`src/rtl/bdc_pkg.sv`:
```
package bdc_pkg;

  // Bus cycle phase: one address clock, then two strobe clocks.
  typedef enum logic [1:0] {
    PH_IDLE  = 2'd0,
    PH_ADDR  = 2'd1,
    PH_XFER1 = 2'd2,
    PH_XFER2 = 2'd3
  } phase_e;

  // Origin and direction of the cycle currently on the bus.
  typedef enum logic [1:0] {
    KIND_DECOY = 2'd0,
    KIND_READ  = 2'd1,
    KIND_WRITE = 2'd2
  } kind_e;

endpackage

```
`src/rtl/bdc_lfsr.sv`:
```
// Galois shift register that supplies decoy addresses.
module bdc_lfsr #(
  parameter int          LW   = 16,
  parameter logic [LW-1:0] TAPS = 16'hB400,
  parameter logic [LW-1:0] SEED = 16'hACE1
) (
  input  logic          clk,
  input  logic          rst_n,
  input  logic          adv,
  input  logic          load,
  input  logic [LW-1:0] load_val,
  output logic [LW-1:0] state
);

  logic [LW-1:0] state_q;
  logic [LW-1:0] state_d;
  logic [LW-1:0] stepped;
  logic          en;

  always_comb begin
    stepped = {1'b0, state_q[LW-1:1]} ^ (state_q[0] ? TAPS : '0);
    en      = 1'b0;
    state_d = state_q;
    if (load && (|load_val)) begin
      en      = 1'b1;
      state_d = load_val;
    end else if (adv) begin
      en      = 1'b1;
      state_d = stepped;
    end
  end

  always_ff @(posedge clk or negedge rst_n) begin
    if (!rst_n) begin
      state_q <= SEED;
    end else if (en) begin
      state_q <= state_d;
    end
  end

  assign state = state_q;

endmodule

```
`src/rtl/bdc_seq.sv`:
```
// Bus cycle sequencer: picks real or decoy at each boundary.
module bdc_seq
  import bdc_pkg::*;
#(
  parameter int AW = 16,
  parameter int DW = 8
) (
  input  logic          clk,
  input  logic          rst_n,
  input  logic          run,
  input  logic          core_req,
  input  logic          core_we,
  input  logic [AW-1:0] core_addr,
  input  logic [DW-1:0] core_wdata,
  input  logic [AW-1:0] decoy_addr,
  output logic          decoy_adv,
  output logic          core_ready,
  output phase_e        phase,
  output kind_e         kind,
  output logic [AW-1:0] cyc_addr,
  output logic [DW-1:0] cyc_wdata
);

  phase_e        phase_q, phase_d;
  kind_e         kind_q, kind_d;
  logic [AW-1:0] addr_q, addr_d;
  logic [DW-1:0] wdata_q, wdata_d;
  logic          at_edge;
  logic          take_real;
  logic          take_decoy;
  logic          load_cyc;

  always_comb begin
    at_edge    = (phase_q == PH_IDLE) || (phase_q == PH_XFER2);
    take_real  = at_edge && core_req;
    take_decoy = at_edge && !core_req && run;
    load_cyc   = take_real || take_decoy;

    unique case (phase_q)
      PH_ADDR:  phase_d = PH_XFER1;
      PH_XFER1: phase_d = PH_XFER2;
      default:  phase_d = load_cyc ? PH_ADDR : PH_IDLE;
    endcase

    if (take_real) begin
      kind_d  = core_we ? KIND_WRITE : KIND_READ;
      addr_d  = core_addr;
      wdata_d = core_we ? core_wdata : '0;
    end else begin
      kind_d  = KIND_DECOY;
      addr_d  = decoy_addr;
      wdata_d = '0;
    end
  end

  always_ff @(posedge clk or negedge rst_n) begin
    if (!rst_n) begin
      phase_q <= PH_IDLE;
    end else begin
      phase_q <= phase_d;
    end
  end

  always_ff @(posedge clk or negedge rst_n) begin
    if (!rst_n) begin
      kind_q  <= KIND_DECOY;
      addr_q  <= '0;
      wdata_q <= '0;
    end else if (load_cyc) begin
      kind_q  <= kind_d;
      addr_q  <= addr_d;
      wdata_q <= wdata_d;
    end
  end

  assign decoy_adv  = take_decoy;
  assign core_ready = take_real;
  assign phase      = phase_q;
  assign kind       = kind_q;
  assign cyc_addr   = addr_q;
  assign cyc_wdata  = wdata_q;

endmodule

```
`src/rtl/bdc_ret.sv`:
```
// Read return path: forwards real read bytes, drops decoy bytes.
module bdc_ret
  import bdc_pkg::*;
#(
  parameter int DW = 8
) (
  input  logic          clk,
  input  logic          rst_n,
  input  phase_e        phase,
  input  kind_e         kind,
  input  logic [DW-1:0] ext_rdata,
  output logic [DW-1:0] core_rdata,
  output logic          core_rvalid
);

  logic [DW-1:0] rdata_q;
  logic          valid_q;
  logic          capture;

  always_comb begin
    capture = (phase == PH_XFER2) && (kind == KIND_READ);
  end

  always_ff @(posedge clk or negedge rst_n) begin
    if (!rst_n) begin
      rdata_q <= '0;
    end else if (capture) begin
      rdata_q <= ext_rdata;
    end
  end

  always_ff @(posedge clk or negedge rst_n) begin
    if (!rst_n) begin
      valid_q <= 1'b0;
    end else begin
      valid_q <= capture;
    end
  end

  assign core_rdata  = rdata_q;
  assign core_rvalid = valid_q;

endmodule

```
`src/rtl/bus_decoy_seq.sv`:
```
// Top: decoy read cycle inserter on a byte-wide external memory bus.
module bus_decoy_seq
  import bdc_pkg::*;
#(
  parameter int          AW   = 16,
  parameter int          DW   = 8,
  parameter int          LW   = 16,
  parameter logic [LW-1:0] TAPS = 16'hB400,
  parameter logic [LW-1:0] SEED = 16'hACE1
) (
  input  logic          clk,
  input  logic          rst_n,
  input  logic          run,
  input  logic          seed_load,
  input  logic [LW-1:0] seed_val,
  input  logic          core_req,
  input  logic          core_we,
  input  logic [AW-1:0] core_addr,
  input  logic [DW-1:0] core_wdata,
  output logic          core_ready,
  output logic [DW-1:0] core_rdata,
  output logic          core_rvalid,
  output logic [AW-1:0] ext_addr,
  output logic          ext_ale,
  output logic          ext_rd_n,
  output logic          ext_wr_n,
  output logic [DW-1:0] ext_wdata,
  output logic          ext_oe,
  input  logic [DW-1:0] ext_rdata,
  output logic          decoy_cycle
);

  localparam int SYNC_STAGES = 2;

  logic [SYNC_STAGES-1:0] rst_sync_q;
  logic                   rst_int_n;
  logic                   req_g;
  logic                   run_g;
  logic                   decoy_adv;
  logic [LW-1:0]          lfsr_state;
  phase_e                 phase;
  kind_e                  kind;
  logic [AW-1:0]          cyc_addr;
  logic [DW-1:0]          cyc_wdata;
  logic                   in_xfer;

  // Reset asserts at once and is released on a clock edge.
  always_ff @(posedge clk or negedge rst_n) begin
    if (!rst_n) begin
      rst_sync_q <= '0;
    end else begin
      rst_sync_q <= {rst_sync_q[SYNC_STAGES-2:0], 1'b1};
    end
  end
  assign rst_int_n = rst_sync_q[SYNC_STAGES-1];

  assign req_g = core_req && rst_int_n;
  assign run_g = run && rst_int_n;

  bdc_lfsr #(
    .LW   (LW),
    .TAPS (TAPS),
    .SEED (SEED)
  ) u_lfsr (
    .clk      (clk),
    .rst_n    (rst_int_n),
    .adv      (decoy_adv),
    .load     (seed_load),
    .load_val (seed_val),
    .state    (lfsr_state)
  );

  bdc_seq #(
    .AW (AW),
    .DW (DW)
  ) u_seq (
    .clk        (clk),
    .rst_n      (rst_int_n),
    .run        (run_g),
    .core_req   (req_g),
    .core_we    (core_we),
    .core_addr  (core_addr),
    .core_wdata (core_wdata),
    .decoy_addr (lfsr_state[AW-1:0]),
    .decoy_adv  (decoy_adv),
    .core_ready (core_ready),
    .phase      (phase),
    .kind       (kind),
    .cyc_addr   (cyc_addr),
    .cyc_wdata  (cyc_wdata)
  );

  bdc_ret #(
    .DW (DW)
  ) u_ret (
    .clk         (clk),
    .rst_n       (rst_int_n),
    .phase       (phase),
    .kind        (kind),
    .ext_rdata   (ext_rdata),
    .core_rdata  (core_rdata),
    .core_rvalid (core_rvalid)
  );

  // Pin decode from the registered phase and kind: identical shape for
  // real and decoy reads.
  always_comb begin
    in_xfer     = (phase == PH_XFER1) || (phase == PH_XFER2);
    ext_ale     = (phase == PH_ADDR);
    ext_rd_n    = !(in_xfer && (kind != KIND_WRITE));
    ext_wr_n    = !(in_xfer && (kind == KIND_WRITE));
    ext_oe      = in_xfer && (kind == KIND_WRITE);
    ext_addr    = cyc_addr;
    ext_wdata   = cyc_wdata;
    decoy_cycle = (phase != PH_IDLE) && (kind == KIND_DECOY);
  end

endmodule

```
`config.mk`:
```
export PLATFORM = sky130hd
export DESIGN_NAME = bus_decoy_seq
export DESIGN_NICKNAME = d
export VERILOG_FILES = /design/src/rtl/bdc_pkg.sv /design/src/rtl/bdc_lfsr.sv /design/src/rtl/bdc_seq.sv /design/src/rtl/bdc_ret.sv /design/src/rtl/bus_decoy_seq.sv
export SDC_FILE = /design/constraint.sdc
export NUM_CORES = 1
export LEC_CHECK = 0
export ABC_AREA = 1
export BUFFER_PORTS_ARGS = -buffer_cell sky130_fd_sc_hd__buf_2
export CORE_MARGIN = 2
export CORE_UTILIZATION = 50
export DETAILED_ROUTE_END_ITERATION = 8
export PLACE_DENSITY_LB_ADDON = 0.1
export SYNTH_ARGS = -nofsm -noshare
export SYNTH_HDL_FRONTEND = slang
export SYNTH_SLANG_ARGS = --single-unit
```
`constraint.sdc`:
```
create_clock -name clk -period 3.4 [get_ports clk]
set_input_delay 0.17 -clock clk [delete_from_list [all_inputs] [get_ports clk]]
set_output_delay 0.17 -clock clk [all_outputs]
set_load 0.01 [all_outputs]
```
==> summary.md, run 1 <==
| Metric | Value |
|---|---|
| Outcome | `finished, final reports clean` |
| Final ANT Viol Nets | `0` |
| Die area | `around 0.0060 mm²` |
| Crit path kind | `register to primary output` |
| Clk sink count | `55` |
| Worst Path Max Fanout | `28` |
| Register bit total from synthesis | `55` |
| Nets in the synthesized netlist | `391` |
| Number of max-slew violations in the final report | `0` |
| Highest-count cells in the layout ignoring fill and taps | `121 x sky130_fd_sc_hd__nand2_1, 92 x sky130_fd_sc_hd__buf_2, 80 x sky130_fd_sc_hd__nand3_1` |
| Post-synthesis sequential area ratio | `roughly 52%` |
| DPL Wire Length | `roughly 4300 µm` |
| Post-route total power | `2.29 mW` |
| Number of library cell types mapped by synthesis | `26` |
| Core Footprint | `between 0.005 and 0.006 mm²` |
| Y dimension of the die | `77.2 µm` |
| CP Capture Type | `primary output` |
| Transition time of the tightest slew-check pin | `~0.56 ns` |
| Routability Congestion | `0.788` |
| Leakage dissipation | `1.85 nW` |
| First-pass detailed-route iteration total | `4` |
| Peak ir drop on the vdd network | `0.262 mV` |
| Number of buffers inserted by post-CTS setup repair | `0` |
| Via count of the first global-routing pass | `between 2000 and 2500` |
| Most frequently used flop master after synthesis | `sky130_fd_sc_hd__dfrtp_1` |
| H-tree Lvls | `2` |
| Required time at the endpoint of the critical path | `3.23 ns` |
| Worst Hold Launch | `ext_rdata[6]` |
| Global-route total usage across every layer | `21.1%` |
| Buffer levels on the longest clock path | `2` |
| Yosys synthesis warning count | `0` |
| Number of antenna repair diodes | `0` |
| Crit share post-route | `75.9%` |
| Residual DRC | `0` |
| Cell Count Post-Placement | `480` |
| Slack of the critical path | `0.818 ns` |
| Setup clock skew after layout | `0.00531 ns` |
| CTS-repair resized insts | `0` |
| Per-cell routed wire length | `12.1 µm` |
| Number of I/O port buffers | `92` |
| I/O pin cnt | `93` |
| Share of layout cells above drive strength 1 | `28.4%` |
| Total of max-cap violations | `0` |
| Total number of vias | `2405` |
| Vias per cell | `4.92` |
| Worst setup slack after placement | `1.16 ns` |
| Final period demand of the worst path | `2.58 ns` |
| Highest clock rate | `approximately 0.39 GHz` |
| Setup-failing EPs final | `0` |
| Rel. slew slack | `between 60% and 70%` |
| Critical Path Start Type | `register` |
| Finished Core Util | `a little over three fifths` |
| Hold Crit Class | `input port to register` |
| Starting density of the core | `52.1%` |
| Async set or reset register ratio after synthesis | `100%` |
| Clock buffer count from CTS | `5` |
| Count of standard-cell rows | `26` |
| Launch instance of the worst register-to-register path | `u_seq.phase[0]` |
| Summed instance area of the synthesized netlist | `~0.0027 mm²` |
| Setup TNS | `0 ns` |
| Number of synthesized flops with an enable pin | `0` |
| RSZ-0062 raised after global routing | `false` |
| First-pass GRT wire length | `approximately 10000 µm` |
| Initial DRC Count | `140` |
| Timing startpoint of the critical path | `u_seq.phase[0]` |
| Post-layout nets | `476` |
| Number of antenna violations at the first check in global routing | `0` |
| Detailed Route WL | `5910 µm` |
| Clock-pin slew on the worst setup and hold paths | `about 0.09 ns` |
| Root buffer cell | `sky130_fd_sc_hd__clkbuf_8` |
| Pin count of the biggest net entering global routing | `44` |
| Post-synthesis cell count | `333` |
| Final Hold Viols | `0` |
| Aggregate global routing overflow | `0` |
| Later-pin clock latency in the skew report | `approximately 0.3 ns` |
| Most common cell after layout, fill and taps aside | `sky130_fd_sc_hd__nand2_1` |
| Number of standard cells in the layout, taps in and fillers out | `489` |
| CTS tree | `yes` |
| Area growth from synthesis to layout | `21.5%` |
| Average size of a mapped cell | `8.04 µm²` |
| Die W | `77.2 µm` |
| Power density cells | `703 mW/mm²` |
| Data arrival time of the critical path | `2.41 ns` |
| Filler cell count in the final layout | `501` |
metrics by stage:
stage | hold WS [ns] | instance area (µm²)
CTS | 0.0636 | 3250
global route | 0.0590 | 3250
detailed placement | -0.0435 | 3140
finish | 0.0705 | 3250
floorplan | -0.126 | 2680
global placement | -0.0447 | 3140
where the power goes:
| part | internal, mW | switching, mW |
|---|---|---|
| Combinational | 0.341 | 0.501 |
| Clock | 0.221 | 0.200 |
| Sequential | 0.891 | 0.131 |
timing repair:
item	CTS	global route
hold buffers	1	0
setup endpoints to repair	0	0
endpoints found under the hold margin	2	0
synth_stat cells (3+ instances only):
cell	count	area share (%)
sky130_fd_sc_hd__nand2_1	121	17
sky130_fd_sc_hd__nand3_1	80	15
sky130_fd_sc_hd__dfrtp_1	47	44
sky130_fd_sc_hd__inv_1	27	3.8
sky130_fd_sc_hd__nor2_1	9	1.3
sky130_fd_sc_hd__dfstp_2	8	7.9
sky130_fd_sc_hd__buf_2	6	1.1
sky130_fd_sc_hd__clkbuf_1	5	0.70
sky130_fd_sc_hd__buf_6	4	1.7
sky130_fd_sc_hd__ha_1	4	1.9
sky130_fd_sc_hd__nor2_2	3	0.70
sky130_fd_sc_hd__xor2_1	3	0.98
area by class of cell:
class	instances	area [µm²]	area share, %
Sequential cell	55	1390	42.7
Inverter	29	111	3.42
Multi-Input combinational cell	232	1070	33.0
Clock buffer	7	76.3	2.35
Tap cell	70	87.6	2.69
Clock inverter	1	30.0	0.923
Timing Repair Buffer	95	485	14.9
cell families (layout without fill, tap and decap cells):
kind of cell	Yosys count	in the layout	share of synthesized area, %
buffers and inverters	46	132	8.08
AOI/OAI and AO/OA	5	5	1.21
DFF	55	55	51.8
xor gates and xnor gates	3	3	0.981
other	1	1	0.140
and+or+nand+nor	219	219	35.9
adders and majority gates	4	4	1.87
worst paths after layout:
path | endpoint | slack, ns | depth (start not counted)
min reg2reg | u_seq.phase[0] | 0.16 | 0
min in group asynchronous | u_seq.phase[0] | 0.16 | 0
max reg2reg | u_seq.cyc_wdata[0] | 1.24 | 7
max in group asynchronous | u_lfsr.state[0] | 2.39 | 1
min | u_ret.core_rdata[6] | 0.07 | 3
max | core_ready | 0.82 | 6
flip-flops by register name, indices dropped and copies added, names as in the netlist:
signal and count:
u_lfsr.state 16, u_seq.cyc_addr 16, u_ret.core_rdata 8, u_seq.cyc_wdata 8
rst_sync_q 2, u_seq.kind 2, u_seq.phase 2, u_ret.core_rvalid 1
per-layer routing:
metal	global-route usage [%]	vias up	wire length (µm)
met2	33.8	71	2830
met1	29.4	1102	2660
met4	6.61	0	88
li1	-	1224	-
met3	3.76	8	329
met5	0	-	0
worst max-delay path, stage by stage, from the launching register on:
cell	delay, ns
sky130_fd_sc_hd__dfrtp_1	0.40
sky130_fd_sc_hd__inv_1	0.08
sky130_fd_sc_hd__ha_1	0.33
sky130_fd_sc_hd__inv_1	0.09
sky130_fd_sc_hd__nand3_2	0.44
sky130_fd_sc_hd__inv_2	0.55
sky130_fd_sc_hd__buf_2	0.22
(Power assumes the default switching activity.)
==> run 2: changes to the inputs <==
CORE_UTILIZATION = 45   (was 50)
clock period = 2.2 ns   (was 3.4 ns; I/O delays follow)
==> run 2 against run 1 <==
Net effect:
- die area grew 11%
- worst setup slack worse by 0.55 ns
- sequential power up 55%
- clock power rose by 63%
- total power rose by 57%
- non-clock buffer count increased by 4
- wire length rose by 3.0%
- clock skew rose by 0.00053 ns
- register-to-register slack got worse by 0.73 ns
- critical endpoint unchanged
- critical path depth unchanged
- largest power group unchanged
- critical path type unchanged
- count of clock-buffer cells in the layout shrank 1
- final area rose by 1.5%
==> summary.md, run 2 (same netlist as run 1, synthesis figures left out) <==
| Metric | Value |
|---|---|
| Outcome | `finished, final reports clean` |
| Highest-count cells in the layout ignoring fill and taps | `121 x sky130_fd_sc_hd__nand2_1, 92 x sky130_fd_sc_hd__buf_2, 80 x sky130_fd_sc_hd__nand3_1` |
| Peak ir drop on the vdd network | `0.429 mV (+64%)` |
| Number of max-slew violations in the final report | `0 (unchanged)` |
| Via count of the first global-routing pass | `2155 (-2.5%)` |
| Slack of the critical path | `0.263 ns (-0.555 ns)` |
| Area used by sequential logic in the layout | `0.00139 mm² (unchanged)` |
| Setup TNS | `0 ns (unchanged)` |
| Number of cells on the worst reg-to-reg path | `9 (+2)` |
| Power density cells | `1090 mW/mm² (+55%)` |
| Die W | `81.1 µm (+5.1%)` |
| Total area of multi-input combinational cells | `0.00107 mm² (unchanged)` |
| H-tree Lvls | `2 (unchanged)` |
| Launch instance of the worst register-to-register path | `u_seq.phase[0]` |
| Routability Congestion | `0.739 (-6.2%)` |
| Global-route total usage across every layer | `19.4% (-1.8 points)` |
| Die area | `0.00658 mm² (+11%)` |
| FF-to-FF End | `u_lfsr.state[0]` |
| Later-pin clock latency in the skew report | `0.30 ns (about the same)` |
| Cell depth of the worst hold path | `3 (unchanged)` |
| CP Capture Type | `primary output` |
| Starting density of the core | `45.8% (-6.3 points)` |
| Slowest-stage cell, CP | `sky130_fd_sc_hd__dfrtp_1` |
| Root buffer cell | `sky130_fd_sc_hd__clkbuf_8` |
| Post-layout nets | `480 (+0.84%)` |
| Number of antenna repair diodes | `0 (unchanged)` |
| Final Hold Viols | `0 (unchanged)` |
| Number of antenna violations at the first check in global routing | `0 (unchanged)` |
| Aggregate global routing overflow | `0 (unchanged)` |
| Crit share post-route | `88.0%` |
| Cell Count Post-Placement | `488 (+1.7%)` |
| Total number of vias | `2408 (+0.12%)` |
| Critical Path Start Type | `register` |
| Biggest cell delay along the critical path | `0.39 ns (-0.16 ns)` |
| Per-cell routed wire length | `12.2 µm (+1.2%)` |
| Required time at the endpoint of the critical path | `2.09 ns (-1.14 ns)` |
| Total of max-cap violations | `0 (unchanged)` |
| Area growth from synthesis to layout | `23.4%` |
| Initial DRC Count | `124 (-11%)` |
| Clk sink count | `55 (unchanged)` |
| Setup clock skew after layout | `0.00584 ns (+0.000533 ns)` |
| Final ANT Viol Nets | `0 (unchanged)` |
| First-pass GRT wire length | `9880 µm (-2.5%)` |
| DPL Wire Length | `4430 µm (+1.9%)` |
| CTS tree | `yes` |
| Number of I/O port buffers | `92 (unchanged)` |
| Final period demand of the worst path | `1.94 ns` |
| Buffer levels on the longest clock path | `2 (unchanged)` |
| Y dimension of the die | `81.1 µm (+5.1%)` |
| Most prevalent standard cell on the critical path | `sky130_fd_sc_hd__inv_1` |
| Slack of the worst reg-to-reg path | `0.51 ns (-0.73 ns)` |
| Vias per cell | `4.84 (-1.7%)` |
| Area of all placed cells without fillers | `0.00330 mm² (+1.5%)` |
| RSZ-0062 raised after global routing | `false` |
| Count of standard-cell rows | `28 (+7.7%)` |
| Crit path kind | `register to primary output` |
| Core Footprint | `0.00585 mm² (+14%)` |
| Hold Crit Class | `input port to register` |
| Worst setup slack after placement | `0.511 ns (-0.653 ns)` |
| Detailed Route WL | `6090 µm (+3.0%)` |
| Timing startpoint of the critical path | `u_seq.phase[0]` |
| Residual DRC | `0 (unchanged)` |
| Cell-by-cell listing of the critical path | `inv_1 -> ha_1 -> inv_1 -> nand3_2 -> inv_2 -> buf_2` |
| Cell Area, Placed | `0.00317 mm² (+0.92%)` |
| I/O pin cnt | `93 (unchanged)` |
| Most common cell after layout, fill and taps aside | `sky130_fd_sc_hd__nand2_1` |
| Worst Path Max Fanout | `26 (-7.1%)` |
| Clock-pin slew on the worst setup and hold paths | `0.10 ns (about the same)` |
| Data arrival time of the critical path | `1.83 ns (-0.58 ns)` |
| Rel. slew slack | `55.4% (-7.4 points)` |
| First-pass detailed-route iteration total | `4 (unchanged)` |
| Highest clock rate | `0.516 GHz` |
| Share of layout cells above drive strength 1 | `29.3% (+0.91 points)` |
| Pin count of the biggest net entering global routing | `54 (+23%)` |
| Leakage dissipation | `1.88 nW (+1.5%)` |
| Capturing instance or port of the critical path | `core_ready` |
| Transition time of the tightest slew-check pin | `0.669 ns (+0.112 ns)` |
| Clock buffer count from CTS | `5 (unchanged)` |
| Number of standard cells in the layout, taps in and fillers out | `498 (+1.8%)` |
| Filler cell count in the final layout | `595 (+19%)` |
| Setup-failing EPs final | `0 (unchanged)` |
-- run 2: power breakdown --
group	leakage [nW]	internal (mW)	switching, mW
combinational	1.15	0.539	0.788
sequential	0.662	1.38	0.197
clock	0.0612	0.369	0.320
-- run 2: worst min-delay path by stage --
| stage | from | to | slack (ns) |
|---|---|---|---|
| after floorplan | rst_n | rst_sync_q[0] | -0.19 |
| after global placement | rst_n | rst_sync_q[0] | -0.10 |
| after detailed placement | rst_n | rst_sync_q[0] | -0.1 |
| after CTS | ext_rdata[3] | u_ret.core_rdata[3] | 0.0003 |
| after global routing | ext_rdata[5] | u_ret.core_rdata[5] | 0.0002 |
| final | ext_rdata[3] | u_ret.core_rdata[3] | 0.009 |
-- run 2: critical path, delay by kind of cell, from the launching register on --
| family | cells | cell delay [ns] |
|---|---|---|
| AND/OR/NAND/NOR | 1 | 0.08 |
| adder cells (fa/ha/maj) | 1 | 0.31 |
| flip-flops | 1 | 0.39 |
| buffers and inverters | 4 | 0.74 |
-- run 2: layout make-up --
type,instances,share of cell area [%]
Sequential cell,55,42.0
Multi-Input combinational cell,232,32.5
Timing Repair Buffer,99,15.7
Inverter,29,3.37
Tap cell,75,2.84
Clock buffer,6,2.50
Clock inverter,2,1.06
-- run 2: metrics by stage --
stage | power (mW) | hold slack (ns) | utilization, %
global placement | 2.91 | -0.105 | 54.1
detailed placement | 2.94 | -0.0974 | 54.1
global route | 3.88 | 0.000214 | 56.5
CTS | 3.64 | 0.000306 | 56.5
floorplan | 2.41 | -0.186 | -
finish | 3.59 | 0.00875 | 56.5
-- run 2: per-layer routing --
metal | global-route usage [%] | wire length, µm | share of wire, %
met1 | 26.8 | 2880 | 47
met2 | 31.4 | 2760 | 45
met3 | 4.11 | 394 | 6.5
met4 | 4.58 | 48 | 0.79
met5 | 0 | 0 | 0
-- run 2: repair_timing --
action | 4_1_cts | 5_1_grt
hold buffers | 2 | 0
resized for setup | 0 | 0
buffers inserted | 0 | 0
endpoints found under the setup margin | 0 | 0
hold endpoints to repair | 3 | 0
==> run 3: changes to the inputs <==
CORE_UTILIZATION = 54   (was 45)
clock period = 2.45 ns   (was 2.2 ns; I/O delays follow)
==> run 3 against run 2 <==
Net effect:
- register-to-register slack about the same
- first-iteration DRC count fell by 4.0%
- sequential power fell by 11%
- total power shrank 13%
- combinational power fell by 11%
- die area shrank 16%
- worst hold slack got worse by 0.0051 ns
- largest cell class unchanged
- largest power group unchanged
- highest routed layer unchanged
==> summary.md, run 3 (same netlist as run 1, synthesis figures left out) <==
| Metric | Value |
|---|---|
| Outcome | `finished, final reports clean` |
| Area growth from synthesis to layout | `21.2%` |
| Clock buffer count from CTS | `5 (unchanged)` |
| I/O pin cnt | `93 (unchanged)` |
| Aggregate global routing overflow | `0 (unchanged)` |
| Post-layout nets | `477 (-0.63%)` |
| First-pass GRT wire length | `9690 µm (-1.9%)` |
| Die area | `0.00554 mm² (-16%)` |
| Required time at the endpoint of the critical path | `2.33 ns (+0.24 ns)` |
| Final Hold Viols | `0 (unchanged)` |
| Crit share post-route | `between 70% and 80%` |
| Transition time of the tightest slew-check pin | `0.650 ns (-0.0182 ns)` |
| Finished Core Util | `68.2% (+12 points)` |
| Highest-count cells in the layout ignoring fill and taps | `121 x sky130_fd_sc_hd__nand2_1, 92 x sky130_fd_sc_hd__buf_2, 80 x sky130_fd_sc_hd__nand3_1` |
| Most common cell after layout, fill and taps aside | `sky130_fd_sc_hd__nand2_1` |
| Number of antenna violations at the first check in global routing | `0 (unchanged)` |
| Clock-pin slew on the worst setup and hold paths | `0.10 ns (about the same)` |
| Data arrival time of the critical path | `1.81 ns (-0.02 ns)` |
| CTS tree | `yes` |
| Hold Crit Class | `input port to register` |
| Peak ir drop on the vdd network | `0.390 mV (-9.1%)` |
| Rel. slew slack | `56.6% (+1.2 points)` |
| Initial DRC Count | `119 (-4.0%)` |
| Final ANT Viol Nets | `0 (unchanged)` |
| Slowest-stage cell, CP | `sky130_fd_sc_hd__dfrtp_1` |
| Clk sink count | `55 (unchanged)` |
| Residual DRC | `0 (unchanged)` |
| Crit path kind | `register to primary output` |
| Critical Path Start Type | `register` |
| Total number of vias | `2392 (-0.66%)` |
| Number of max-slew violations in the final report | `0 (unchanged)` |
| Final period demand of the worst path | `1.93 ns` |
| Number of I/O port buffers | `92 (unchanged)` |
| Per-cell routed wire length | `12.0 µm (-2.2%)` |
| Biggest cell delay along the critical path | `0.38 ns (about the same)` |
| Root buffer cell | `sky130_fd_sc_hd__clkbuf_8` |
| CTS-repair resized insts | `0 (unchanged)` |
| Routability Congestion | `0.757 (+2.4%)` |
| H-tree Lvls | `2 (unchanged)` |
| Buffer levels on the longest clock path | `2 (unchanged)` |
| Total of max-cap violations | `0 (unchanged)` |
| RSZ-0062 raised after global routing | `false` |
| Leakage dissipation | `1.85 nW (-1.6%)` |
| Later-pin clock latency in the skew report | `0.31 ns (about the same)` |
| CP Capture Type | `primary output` |
| Number of buffers inserted by post-CTS setup repair | `0 (unchanged)` |
| First-pass detailed-route iteration total | `4 (unchanged)` |
| Most prevalent standard cell on the critical path | `sky130_fd_sc_hd__inv_1` |
| Pin count of the biggest net entering global routing | `54 (unchanged)` |
| Share of layout cells above drive strength 1 | `29.0% (-0.27 points)` |
| Setup-failing EPs final | `0 (unchanged)` |
| Via count of the first global-routing pass | `2189 (+1.6%)` |
| Starting density of the core | `56.3% (+11 points)` |
| Setup clock skew after layout | `0.0108 ns (+0.00496 ns)` |
| Y dimension of the die | `74.4 µm (-8.3%)` |
| Number of antenna repair diodes | `0 (unchanged)` |
| Global-route total usage across every layer | `22.6% (+3.2 points)` |
| Count of standard-cell rows | `25 (-11%)` |
| Worst Path Max Fanout | `26 (unchanged)` |
| Power density cells | `959 mW/mm² (-12%)` |
| Cell-by-cell listing of the critical path | `inv_1 -> ha_1 -> inv_1 -> nand3_2 -> inv_2 -> buf_2` |
| Highest clock rate | `0.517 GHz` |
| Detailed Route WL | `5820 µm (-4.4%)` |
| Die W | `74.4 µm (-8.3%)` |
| Setup TNS | `0 ns (unchanged)` |
| Core Footprint | `0.00475 mm² (-19%)` |
| DPL Wire Length | `4250 µm (-4.2%)` |
| Vias per cell | `4.91 (+1.6%)` |
| Number of buffers inserted by hold repair at cts | `1 (-1)` |
-- run 3: critical path, delay by kind of cell, from the launching register on --
kind / cells / cell delay [ns]
and+or+nand+nor: 1 / 0.08
adders and majority gates: 1 / 0.32
DFF: 1 / 0.38
buffers and inverters: 4 / 0.72
-- run 3: where the power goes --
group          switching (mW)  internal, mW
combinational           0.712         0.480
sequential              0.171          1.24
clock                   0.306         0.205
-- run 3: path summary, 6_finish.rpt --
kind	start	endpoint	slack, ns	depth (start not counted)
max	u_seq.phase[0]	core_ready	0.52	6
min	ext_rdata[0]	u_ret.core_rdata[0]	0.004	3
max reg2reg	u_seq.phase[0]	u_lfsr.state[4]	0.52	9
min reg2reg	rst_sync_q[0]	rst_sync_q[1]	0.36	0
max in group asynchronous	rst_sync_q[1]	u_lfsr.state[12]	1.59	1
min in group asynchronous	rst_n	rst_sync_q[1]	0.14	2
-- run 3: routing by layer --
metal	track usage, %	vias to the layer above	part of all wire [%]
met5	0	-	0
met3	3.66	7	6.5
met1	31.1	1073	48
met2	37.3	87	44
met4	6.55	0	1.3
li1	-	1225	-
-- run 3: per-stage QoR --
stage	worst slack, ns	hold WS [ns]	instances	power, mW	instance area, µm²
floorplan	0.612	-0.173	333	2.17	2680
global placement	0.605	-0.0930	478	2.60	3140
detailed placement	0.524	-0.0914	478	2.63	3140
CTS	0.504	0.00364	487	3.14	3240
global route	0.320	0.0100	487	3.36	3240
finish	0.517	0.00363	487	3.11	3240
-- run 3: layout make-up --
type / count / area [µm²]
clock buffer: 5 / 68.8
clock inverter: 3 / 25.0
fill: 446 / 1510
inverter: 29 / 111
multi-input combinational: 232 / 1070
sequential: 55 / 1390
tap: 67 / 83.8
timing repair buffer: 96 / 493
